## src/rtl/mpu_pkg.sv

```systemverilog
package mpu_pkg;

    localparam logic [1:0] MODE_NINE = 2'b11;

    typedef enum logic [2:0] {
        TX_IDLE,
        TX_START,
        TX_DATA,
        TX_EXTRA,
        TX_STOP
    } tx_state_t;

    typedef enum logic [2:0] {
        RX_IDLE,
        RX_START,
        RX_DATA,
        RX_EXTRA,
        RX_STOP
    } rx_state_t;

    typedef struct packed {
        logic [7:0] data;
        logic       bit8;
        logic       par_err;
        logic       frame_err;
    } rx_frame_t;

endpackage

```

## src/rtl/mpu_tick_gen.sv

```systemverilog
module mpu_tick_gen #(
    parameter int DIV = 8
) (
    input  logic clk,
    input  logic rst_n,
    output logic tick
);
    localparam int CW = (DIV > 1) ? $clog2(DIV) : 1;

    logic [CW-1:0] cnt_q;

    generate
        if (DIV > 1) begin : g_div
            always_ff @(posedge clk or negedge rst_n) begin
                if (!rst_n) begin
                    cnt_q <= '0;
                    tick  <= 1'b0;
                end else begin
                    tick <= (cnt_q == CW'(DIV - 1));
                    if (cnt_q == CW'(DIV - 1)) cnt_q <= '0;
                    else                       cnt_q <= cnt_q + 1'b1;
                end
            end
        end else begin : g_nodiv
            always_ff @(posedge clk or negedge rst_n) begin
                if (!rst_n) begin
                    cnt_q <= '0;
                    tick  <= 1'b0;
                end else begin
                    cnt_q <= '0;
                    tick  <= 1'b1;
                end
            end
        end
    endgenerate
endmodule

```

## src/rtl/mpu_tx.sv

```systemverilog
module mpu_tx
    import mpu_pkg::*;
#(
    parameter int OVS = 16,
    parameter int DW  = 8
) (
    input  logic          clk,
    input  logic          rst_n,
    input  logic          tick,
    input  logic          nine,
    input  logic          par_en,
    input  logic          load,
    input  logic [DW-1:0] data,
    input  logic          bit8,
    output logic          line,
    output logic          busy
);
    localparam int OCW = $clog2(OVS);
    localparam int IW  = $clog2(DW);

    tx_state_t     st_q, st_d;
    logic [OCW-1:0] ocnt_q;
    logic [IW-1:0]  idx_q;
    logic [DW-1:0]  sh_q;
    logic           ext_q;
    logic           has_ext_q;
    logic           bit_end;

    assign bit_end = tick && (ocnt_q == OCW'(OVS - 1));

    // state register
    always_ff @(posedge clk or negedge rst_n) begin
        if (!rst_n) st_q <= TX_IDLE;
        else        st_q <= st_d;
    end

    // next state
    always_comb begin
        st_d = st_q;
        unique case (st_q)
            TX_IDLE:  if (load) st_d = TX_START;
            TX_START: if (bit_end) st_d = TX_DATA;
            TX_DATA:  if (bit_end && idx_q == IW'(DW - 1))
                          st_d = has_ext_q ? TX_EXTRA : TX_STOP;
            TX_EXTRA: if (bit_end) st_d = TX_STOP;
            TX_STOP:  if (bit_end) st_d = TX_IDLE;
            default:  st_d = TX_IDLE;
        endcase
    end

    // frame datapath: bit timer, bit index, shift data, extra bit
    always_ff @(posedge clk or negedge rst_n) begin
        if (!rst_n) begin
            ocnt_q    <= '0;
            idx_q     <= '0;
            sh_q      <= '0;
            ext_q     <= 1'b0;
            has_ext_q <= 1'b0;
        end else if (st_q == TX_IDLE) begin
            ocnt_q <= '0;
            idx_q  <= '0;
            if (load) begin
                sh_q      <= data;
                ext_q     <= nine ? bit8 : ^data;
                has_ext_q <= nine | par_en;
            end
        end else if (tick) begin
            ocnt_q <= bit_end ? '0 : ocnt_q + 1'b1;
            if (bit_end && st_q == TX_DATA) idx_q <= idx_q + 1'b1;
        end
    end

    // outputs
    always_comb begin
        line = 1'b1;
        busy = 1'b1;
        unique case (st_q)
            TX_IDLE:  busy = 1'b0;
            TX_START: line = 1'b0;
            TX_DATA:  line = sh_q[idx_q];
            TX_EXTRA: line = ext_q;
            TX_STOP:  line = 1'b1;
            default:  line = 1'b1;
        endcase
    end
endmodule

```

## src/rtl/mpu_rx.sv

```systemverilog
module mpu_rx
    import mpu_pkg::*;
#(
    parameter int OVS = 16,
    parameter int DW  = 8
) (
    input  logic      clk,
    input  logic      rst_n,
    input  logic      tick,
    input  logic      rxd,
    input  logic      nine,
    input  logic      par_en,
    output logic      done,
    output rx_frame_t frame
);
    localparam int OCW = $clog2(OVS);
    localparam int IW  = $clog2(DW);

    rx_state_t      st_q, st_d;
    logic [1:0]     sync_q;
    logic           rxs;
    logic           armed_q;
    logic [OCW-1:0] ocnt_q;
    logic [IW-1:0]  idx_q;
    logic [DW-1:0]  sh_q;
    logic           ext_q;
    logic           has_ext;
    logic           bit_end;
    logic           mid_start;

    assign rxs       = sync_q[1];
    assign has_ext   = nine | par_en;
    assign bit_end   = tick && (ocnt_q == OCW'(OVS - 1));
    assign mid_start = tick && (ocnt_q == OCW'(OVS / 2 - 1));

    always_ff @(posedge clk or negedge rst_n) begin
        if (!rst_n) sync_q <= 2'b11;
        else        sync_q <= {sync_q[0], rxd};
    end

    // state register
    always_ff @(posedge clk or negedge rst_n) begin
        if (!rst_n) st_q <= RX_IDLE;
        else        st_q <= st_d;
    end

    // next state
    always_comb begin
        st_d = st_q;
        unique case (st_q)
            RX_IDLE:  if (tick && armed_q && !rxs) st_d = RX_START;
            RX_START: if (mid_start) st_d = rxs ? RX_IDLE : RX_DATA;
            RX_DATA:  if (bit_end && idx_q == IW'(DW - 1))
                          st_d = has_ext ? RX_EXTRA : RX_STOP;
            RX_EXTRA: if (bit_end) st_d = RX_STOP;
            RX_STOP:  if (bit_end) st_d = RX_IDLE;
            default:  st_d = RX_IDLE;
        endcase
    end

    // sampling datapath
    always_ff @(posedge clk or negedge rst_n) begin
        if (!rst_n) begin
            armed_q <= 1'b0;
            ocnt_q  <= '0;
            idx_q   <= '0;
            sh_q    <= '0;
            ext_q   <= 1'b0;
        end else begin
            unique case (st_q)
                RX_IDLE: begin
                    ocnt_q <= '0;
                    idx_q  <= '0;
                    ext_q  <= 1'b0;
                    if (tick) armed_q <= armed_q ? rxs | armed_q : rxs;
                    if (st_d == RX_START) armed_q <= 1'b0;
                end
                RX_START: begin
                    if (mid_start)  ocnt_q <= '0;
                    else if (tick)  ocnt_q <= ocnt_q + 1'b1;
                end
                RX_DATA: begin
                    if (tick) ocnt_q <= bit_end ? '0 : ocnt_q + 1'b1;
                    if (bit_end) begin
                        sh_q[idx_q] <= rxs;
                        idx_q       <= idx_q + 1'b1;
                    end
                end
                RX_EXTRA: begin
                    if (tick) ocnt_q <= bit_end ? '0 : ocnt_q + 1'b1;
                    if (bit_end) ext_q <= rxs;
                end
                RX_STOP: begin
                    if (tick) ocnt_q <= bit_end ? '0 : ocnt_q + 1'b1;
                end
                default: ocnt_q <= '0;
            endcase
        end
    end

    // outputs: frame report registered at the stop-bit sample
    always_ff @(posedge clk or negedge rst_n) begin
        if (!rst_n) begin
            done  <= 1'b0;
            frame <= '0;
        end else begin
            done <= (st_q == RX_STOP) && bit_end;
            if ((st_q == RX_STOP) && bit_end) begin
                frame.data      <= sh_q;
                frame.bit8      <= nine & ext_q;
                frame.par_err   <= !nine && par_en && ((^sh_q) ^ ext_q);
                frame.frame_err <= !rxs;
            end
        end
    end
endmodule

```

## src/rtl/mpwake_uart.sv

```systemverilog
module mpwake_uart
    import mpu_pkg::*;
#(
    parameter int CLK_DIV = 8,
    parameter int OVS     = 16
) (
    input  logic       clk,
    input  logic       rst_n,
    input  logic [1:0] mode_sel,
    input  logic       par_en,
    input  logic       wake_en,
    input  logic       od_en,
    input  logic [7:0] tx_data,
    input  logic       tx_bit8,
    input  logic       tx_load,
    output logic       tx_busy,
    output logic [7:0] rx_data,
    output logic       rx_bit8,
    input  logic       rx_read,
    input  logic       stat_read,
    output logic [7:0] status,
    output logic       rx_irq,
    input  logic       rxd,
    output logic       txd_o,
    output logic       txd_oe
);
    localparam int DW = 8;

    logic      tick;
    logic      nine;
    logic      tx_line;
    logic      rx_done;
    rx_frame_t rx_frm;
    logic      rx_new_b8;
    logic      drop;
    logic      full_q, ovr_q, perr_q, ferr_q;

    assign nine      = (mode_sel == MODE_NINE);
    assign rx_new_b8 = rx_frm.bit8;
    assign drop      = nine && wake_en && !rx_frm.bit8;

    mpu_tick_gen #(.DIV(CLK_DIV)) tick_i (
        .clk   (clk),
        .rst_n (rst_n),
        .tick  (tick)
    );

    mpu_tx #(.OVS(OVS), .DW(DW)) tx_i (
        .clk    (clk),
        .rst_n  (rst_n),
        .tick   (tick),
        .nine   (nine),
        .par_en (par_en),
        .load   (tx_load),
        .data   (tx_data),
        .bit8   (tx_bit8),
        .line   (tx_line),
        .busy   (tx_busy)
    );

    mpu_rx #(.OVS(OVS), .DW(DW)) rx_i (
        .clk    (clk),
        .rst_n  (rst_n),
        .tick   (tick),
        .rxd    (rxd),
        .nine   (nine),
        .par_en (par_en),
        .done   (rx_done),
        .frame  (rx_frm)
    );

    // receive buffer, flags and interrupt
    always_ff @(posedge clk or negedge rst_n) begin
        if (!rst_n) begin
            rx_data <= '0;
            rx_bit8 <= 1'b0;
            full_q  <= 1'b0;
            ovr_q   <= 1'b0;
            perr_q  <= 1'b0;
            ferr_q  <= 1'b0;
            rx_irq  <= 1'b0;
        end else begin
            rx_irq <= 1'b0;
            if (rx_read) full_q <= 1'b0;
            if (stat_read) begin
                ovr_q  <= 1'b0;
                perr_q <= 1'b0;
                ferr_q <= 1'b0;
            end
            if (rx_done && !drop) begin
                if (full_q) begin
                    ovr_q <= 1'b1;
                end else begin
                    rx_data <= rx_frm.data;
                    rx_bit8 <= rx_frm.bit8;
                    full_q  <= 1'b1;
                    rx_irq  <= 1'b1;
                    if (rx_frm.par_err)   perr_q <= 1'b1;
                    if (rx_frm.frame_err) ferr_q <= 1'b1;
                end
            end
        end
    end

    assign status = {rx_bit8, 2'b00, ovr_q, perr_q, ferr_q, 1'b0, full_q};

    // pin driver
    assign txd_o  = od_en ? 1'b0 : tx_line;
    assign txd_oe = od_en ? !tx_line : 1'b1;
endmodule

```

## config.mk

```make
export PLATFORM = sky130hd
export DESIGN_NAME = mpwake_uart
export DESIGN_NICKNAME = d
export VERILOG_FILES = /design/src/rtl/mpu_pkg.sv /design/src/rtl/mpu_tick_gen.sv /design/src/rtl/mpu_tx.sv /design/src/rtl/mpu_rx.sv /design/src/rtl/mpwake_uart.sv
export SDC_FILE = /design/constraint.sdc
export NUM_CORES = 1
export LEC_CHECK = 0
export ABC_AREA = 1
export ABC_CLOCK_PERIOD_IN_PS = 2700
export CAP_MARGIN = 10
export CORE_ASPECT_RATIO = 0.6
export CORE_MARGIN = 2
export CORE_UTILIZATION = 45
export CTS_BUF_LIST = sky130_fd_sc_hd__clkbuf_16
export DETAILED_ROUTE_END_ITERATION = 8
export PLACE_DENSITY = 0.7
export SLEW_MARGIN = 40
export SYNTH_ARGS = -nofsm -noshare
export SYNTH_HDL_FRONTEND = slang
export SYNTH_SLANG_ARGS = --single-unit
```

## constraint.sdc

```tcl
create_clock -name clk -period 2.7 [get_ports clk]
set_clock_uncertainty 0.05 [all_clocks]
set_input_delay 0.405 -clock clk [delete_from_list [all_inputs] [get_ports clk]]
set_output_delay 0.405 -clock clk [all_outputs]
set_load 0.02 [all_outputs]
```

==> metrics.md <==
| Metric | Value |
|---|---|
| Outcome | `complete, no violations` |
| Cell class contributing the biggest share of worst-path delay | `buffers and inverters` |
| # Max-Cap Violations | `0` |
| Crit-path max cell delay | `0.63 ns` |
| Flop pwr share | `between 40% and 50%` |
| Initial antenna violation count | `0` |
| Crit path launch type | `register` |
| Primary FF master, synth | `dfrtp_1` |
| # clock sinks | `between 70 and 80` |
| Nets@finish | `~500` |
| Synth top area cells | `dfrtp_1 50%, nand2_1 15%, o21ai_0 4.8%` |
| Site Rows | `24` |
| Mapped Area | `about 0.0035 mm2` |
| Io pins | `41` |
| Warnings, synthesis | `0` |
| Vias | `2799` |
| HP Class | `reg2reg` |
| Cell taking the most area after synthesis | `dfrtp_1` |
| Core area | `approximately 0.0074 mm2` |
| Pin count of the biggest net entering global routing | `59` |
| DR vias/cell | `approximately 4.9` |
| Clk_lat worst skew | `around 0.33 ns` |
| Sequential cell area | `between 0.0015 and 0.002 mm2` |
| Mean post-synth cell area | `8.270 um2` |
| Logic pwr share | `about a fifth` |
| Minimum clock period | `2.474 ns` |
| Cells after Synth | `roughly 430` |
| Port Buf Inserts | `37` |
| Crit path cell chain | `inv_1, nor2_1, o211ai_1, nand3_1, a21oi_1, clkdlybuf4s50_1` |
| Clock Power Share | `between 30 and 40%` |
| Maximum vdd drop | `about 430 uV` |
| Clock root cell | `clkbuf_16` |
| Clk slew on worst S/H paths | `approximately 0.060 ns` |
| Filler cells | `a little under 700` |
| Die W | `between 100 and 150 um` |
| Total Wirelength | `7.059 mm` |
| Netlist cell types | `31` |
| First-pass GRT wire length | `approximately 12 mm` |
| CTS tree | `built` |
| FF+latch count, synth | `between 70 and 80` |
| CTS Buf Count | `9` |
| WS Path Type | `reg2out` |
| Leak | `about 2.1 nW` |
| FMAX | `just over 400 MHz` |
| GRT overflow | `0` |
| Req. time, crit path | `roughly 2.3 ns` |
| Hold_sp | `rx_i.sync_q[0]` |
| Routed Antenna Nets | `0` |
| Die height | `between 70 and 80 um` |
| Area Growth Syn to Fin | `20.68%` |
| Avg WL per Cell | `approximately 12 um` |
| Top cell type's share of synthesized area | `about half` |
| Sequential area share after synthesis | `51.33%` |
| Detailed Place HPWL | `around 5.2 mm` |
| Die Area | `between 0.008 and 0.009 mm2` |
| PwrDens | `726.7 mW/mm2` |
| Cell area after layout | `0.004242 mm2` |
| Final Hold Viols | `0` |
| Clk buf depth | `2` |
| CTS H-tree lvls | `3` |
| Initial core utilization | `a little under half` |
| Placed inst area | `between 0.003 and 0.004 mm2` |
| R2R Path Start | `rx_i.idx_q[0]` |
| Crit path buf inv count | `2` |
| Switch Pwr | `0.9336 mW` |
| Worst path arrival time | `a little over 2 ns` |
| Internal power | `2.149 mW` |
| Final Cycle Share | `roughly nine tenths` |
| Pins over their slew limit | `0` |
| Vias in the first global route | `approximately 2500` |
| Synth async-reset ratio | `100.0%` |
| Critical Path Sink Type | `output port` |
| Number of synthesized flops with an enable pin | `0` |
| Drt initial violations | `between 200 and 250` |
| Diodes inserted | `0` |
| Initial DRT Pass Iterations | `5` |
| Share of cells above drive strength 1 | `7.051%` |
| Worst Path Max Fanout | `6` |
| Setup TNS Final | `0 ns` |
| Sw frac | `between 30% and 40%` |
| Final Setup Violations | `0` |
| DRC Markers | `0` |
| Total GRT Usage | `18.13%` |
| Worst path slowest cell | `clkdlybuf4s50_1` |
| RD Place Congestion | `roughly 0.89` |
| Crit. Startpoint | `tx_i.idx_q[0]` |
| RSZ-0062 raised after global routing | `no` |
| Footprint of the multi-input gates | `about 0.0015 mm2` |
power by group through the flow:
stage | sequential (mW) | combinational [mW] | clock, mW
after detailed placement | 1.32 | 0.638 | 0
after global placement | 1.32 | 0.618 | 0
after CTS | 1.30 | 0.642 | 1.18
after floorplan | 1.29 | 0.443 | 0
after global routing | 1.32 | 0.733 | 1.22
final | 1.31 | 0.635 | 1.14
flip-flops by register name (all words and copies together), names as in the netlist, 2 cells and up:
| register | flops |
|---|---|
| rx_data | 8 |
| tick_i.cnt_q | 3 |
| tx_i.ocnt_q | 4 |
| rx_i.idx_q | 3 |
| rx_i.sh_q | 8 |
| rx_i.frame | 11 |
| tx_i.sh_q | 8 |
| rx_i.ocnt_q | 4 |
| rx_i.sync_q | 2 |
| tx_i.st_q | 3 |
| rx_i.st_q | 3 |
| tx_i.idx_q | 3 |
cell type report:
cell class	instances	share of cell area (%)
clock buffer	9	5.310
clock inverter	7	1.504
sequential	72	42.54
inverter	36	3.186
timing repair buffer	39	9.322
multi-input combinational	305	35.07
tap	104	3.068
metrics by stage:
stage | setup slack, ns | hold slack, ns | utilization (%) | total power [mW] | std cells
6_report | 0.2258 | 0.3054 | 57.19 | 3.082 | 572
5_1_grt | 0.05304 | 0.3135 | 57.19 | 3.277 | 572
4_1_cts | 0.1993 | 0.3069 | 57.19 | 3.124 | 572
3_5_place_dp | 0.4769 | 0.2784 | 53.15 | 1.957 | 555
3_3_place_gp | 0.5237 | 0.2822 | 53.15 | 1.935 | 555
2_1_floorplan | 1.061 | 0.05941 | - | 1.733 | 427
worst register-to-register path: cells and delay by family, from the launching register on:
kind	cells	cell delay, ns
AND/OR/NAND/NOR	6	0.68
flip-flops	1	0.56
adder cells (fa/ha/maj)	2	0.37
buffers and inverters	1	0.05
placed cells by master, fill, tap and decap left out, types with 2 or more instances in the layout:
master / count
nor3_2: 2
dfrtp_1: 70
xnor2_1: 7
dfstp_2: 2
ha_1: 8
a22o_1: 3
o21ai_1: 5
o21ai_0: 34
a21oi_1: 8
xor2_1: 5
nor2_4: 2
clkdlybuf4s50_1: 36
nand3_1: 30
clkbuf_16: 9
o211ai_1: 2
clkinv_2: 3
a31oi_1: 4
nand2_2: 4
clkinvlp_4: 2
conb_1: 3
nand2_1: 143
nor2_1: 36
inv_1: 36
logic make-up after synthesis:
group                    Yosys count  share of synthesized area [%]
AND/OR/NAND/NOR                  222                          26.70
flip-flops                        72                          51.33
AO/OA/AOI/OAI                     60                          9.470
buffers and inverters             50                          6.550
XOR/XNOR                          12                          2.990
adder cells (fa/ha/maj)            8                          2.848
other                              1                         0.1067
per-layer routing:
metal / GRT usage (%) / share of wire (%) / vias to the layer above / wire, um
li1: - / - / 1434 / -
met1: 24.09 / 50 / 1275 / 3538
met2: 26.97 / 42 / 79 / 2948
met3: 8.176 / 6.9 / 11 / 490
met4: 5.221 / 1.2 / 0 / 82
met5: 0 / 0 / - / 0
worst paths after layout:
check,cells past startpoint,end,slack (ns)
min reg2reg,0,rx_i.sync_q[1],0.31
max reg2reg,9,rx_i.armed_q,0.86
min in group asynchronous,2,ovr_q,0.46
max,6,txd_o,0.23
max in group asynchronous,3,rx_i.sync_q[1],1.48
min,0,rx_i.sync_q[1],0.31
Yosys cell counts (all sizes together) (2+ instances only):
library cell / count
nand2: 148
dfrtp: 70
nor2: 40
o21ai: 39
inv: 36
nand3: 30
buf: 14
a21oi: 8
ha: 8
xnor2: 7
xor2: 5
a31oi: 4
a22o: 3
nor3: 3
dfstp: 2
o211ai: 2
timing repair:
action | 4_1_cts | 5_1_grt
hold endpoints to repair | 14 | 0
buffers inserted | 0 | 0
resized for setup | 0 | 0
hold buffers | 1 | 0
(Power assumes the default switching activity.)
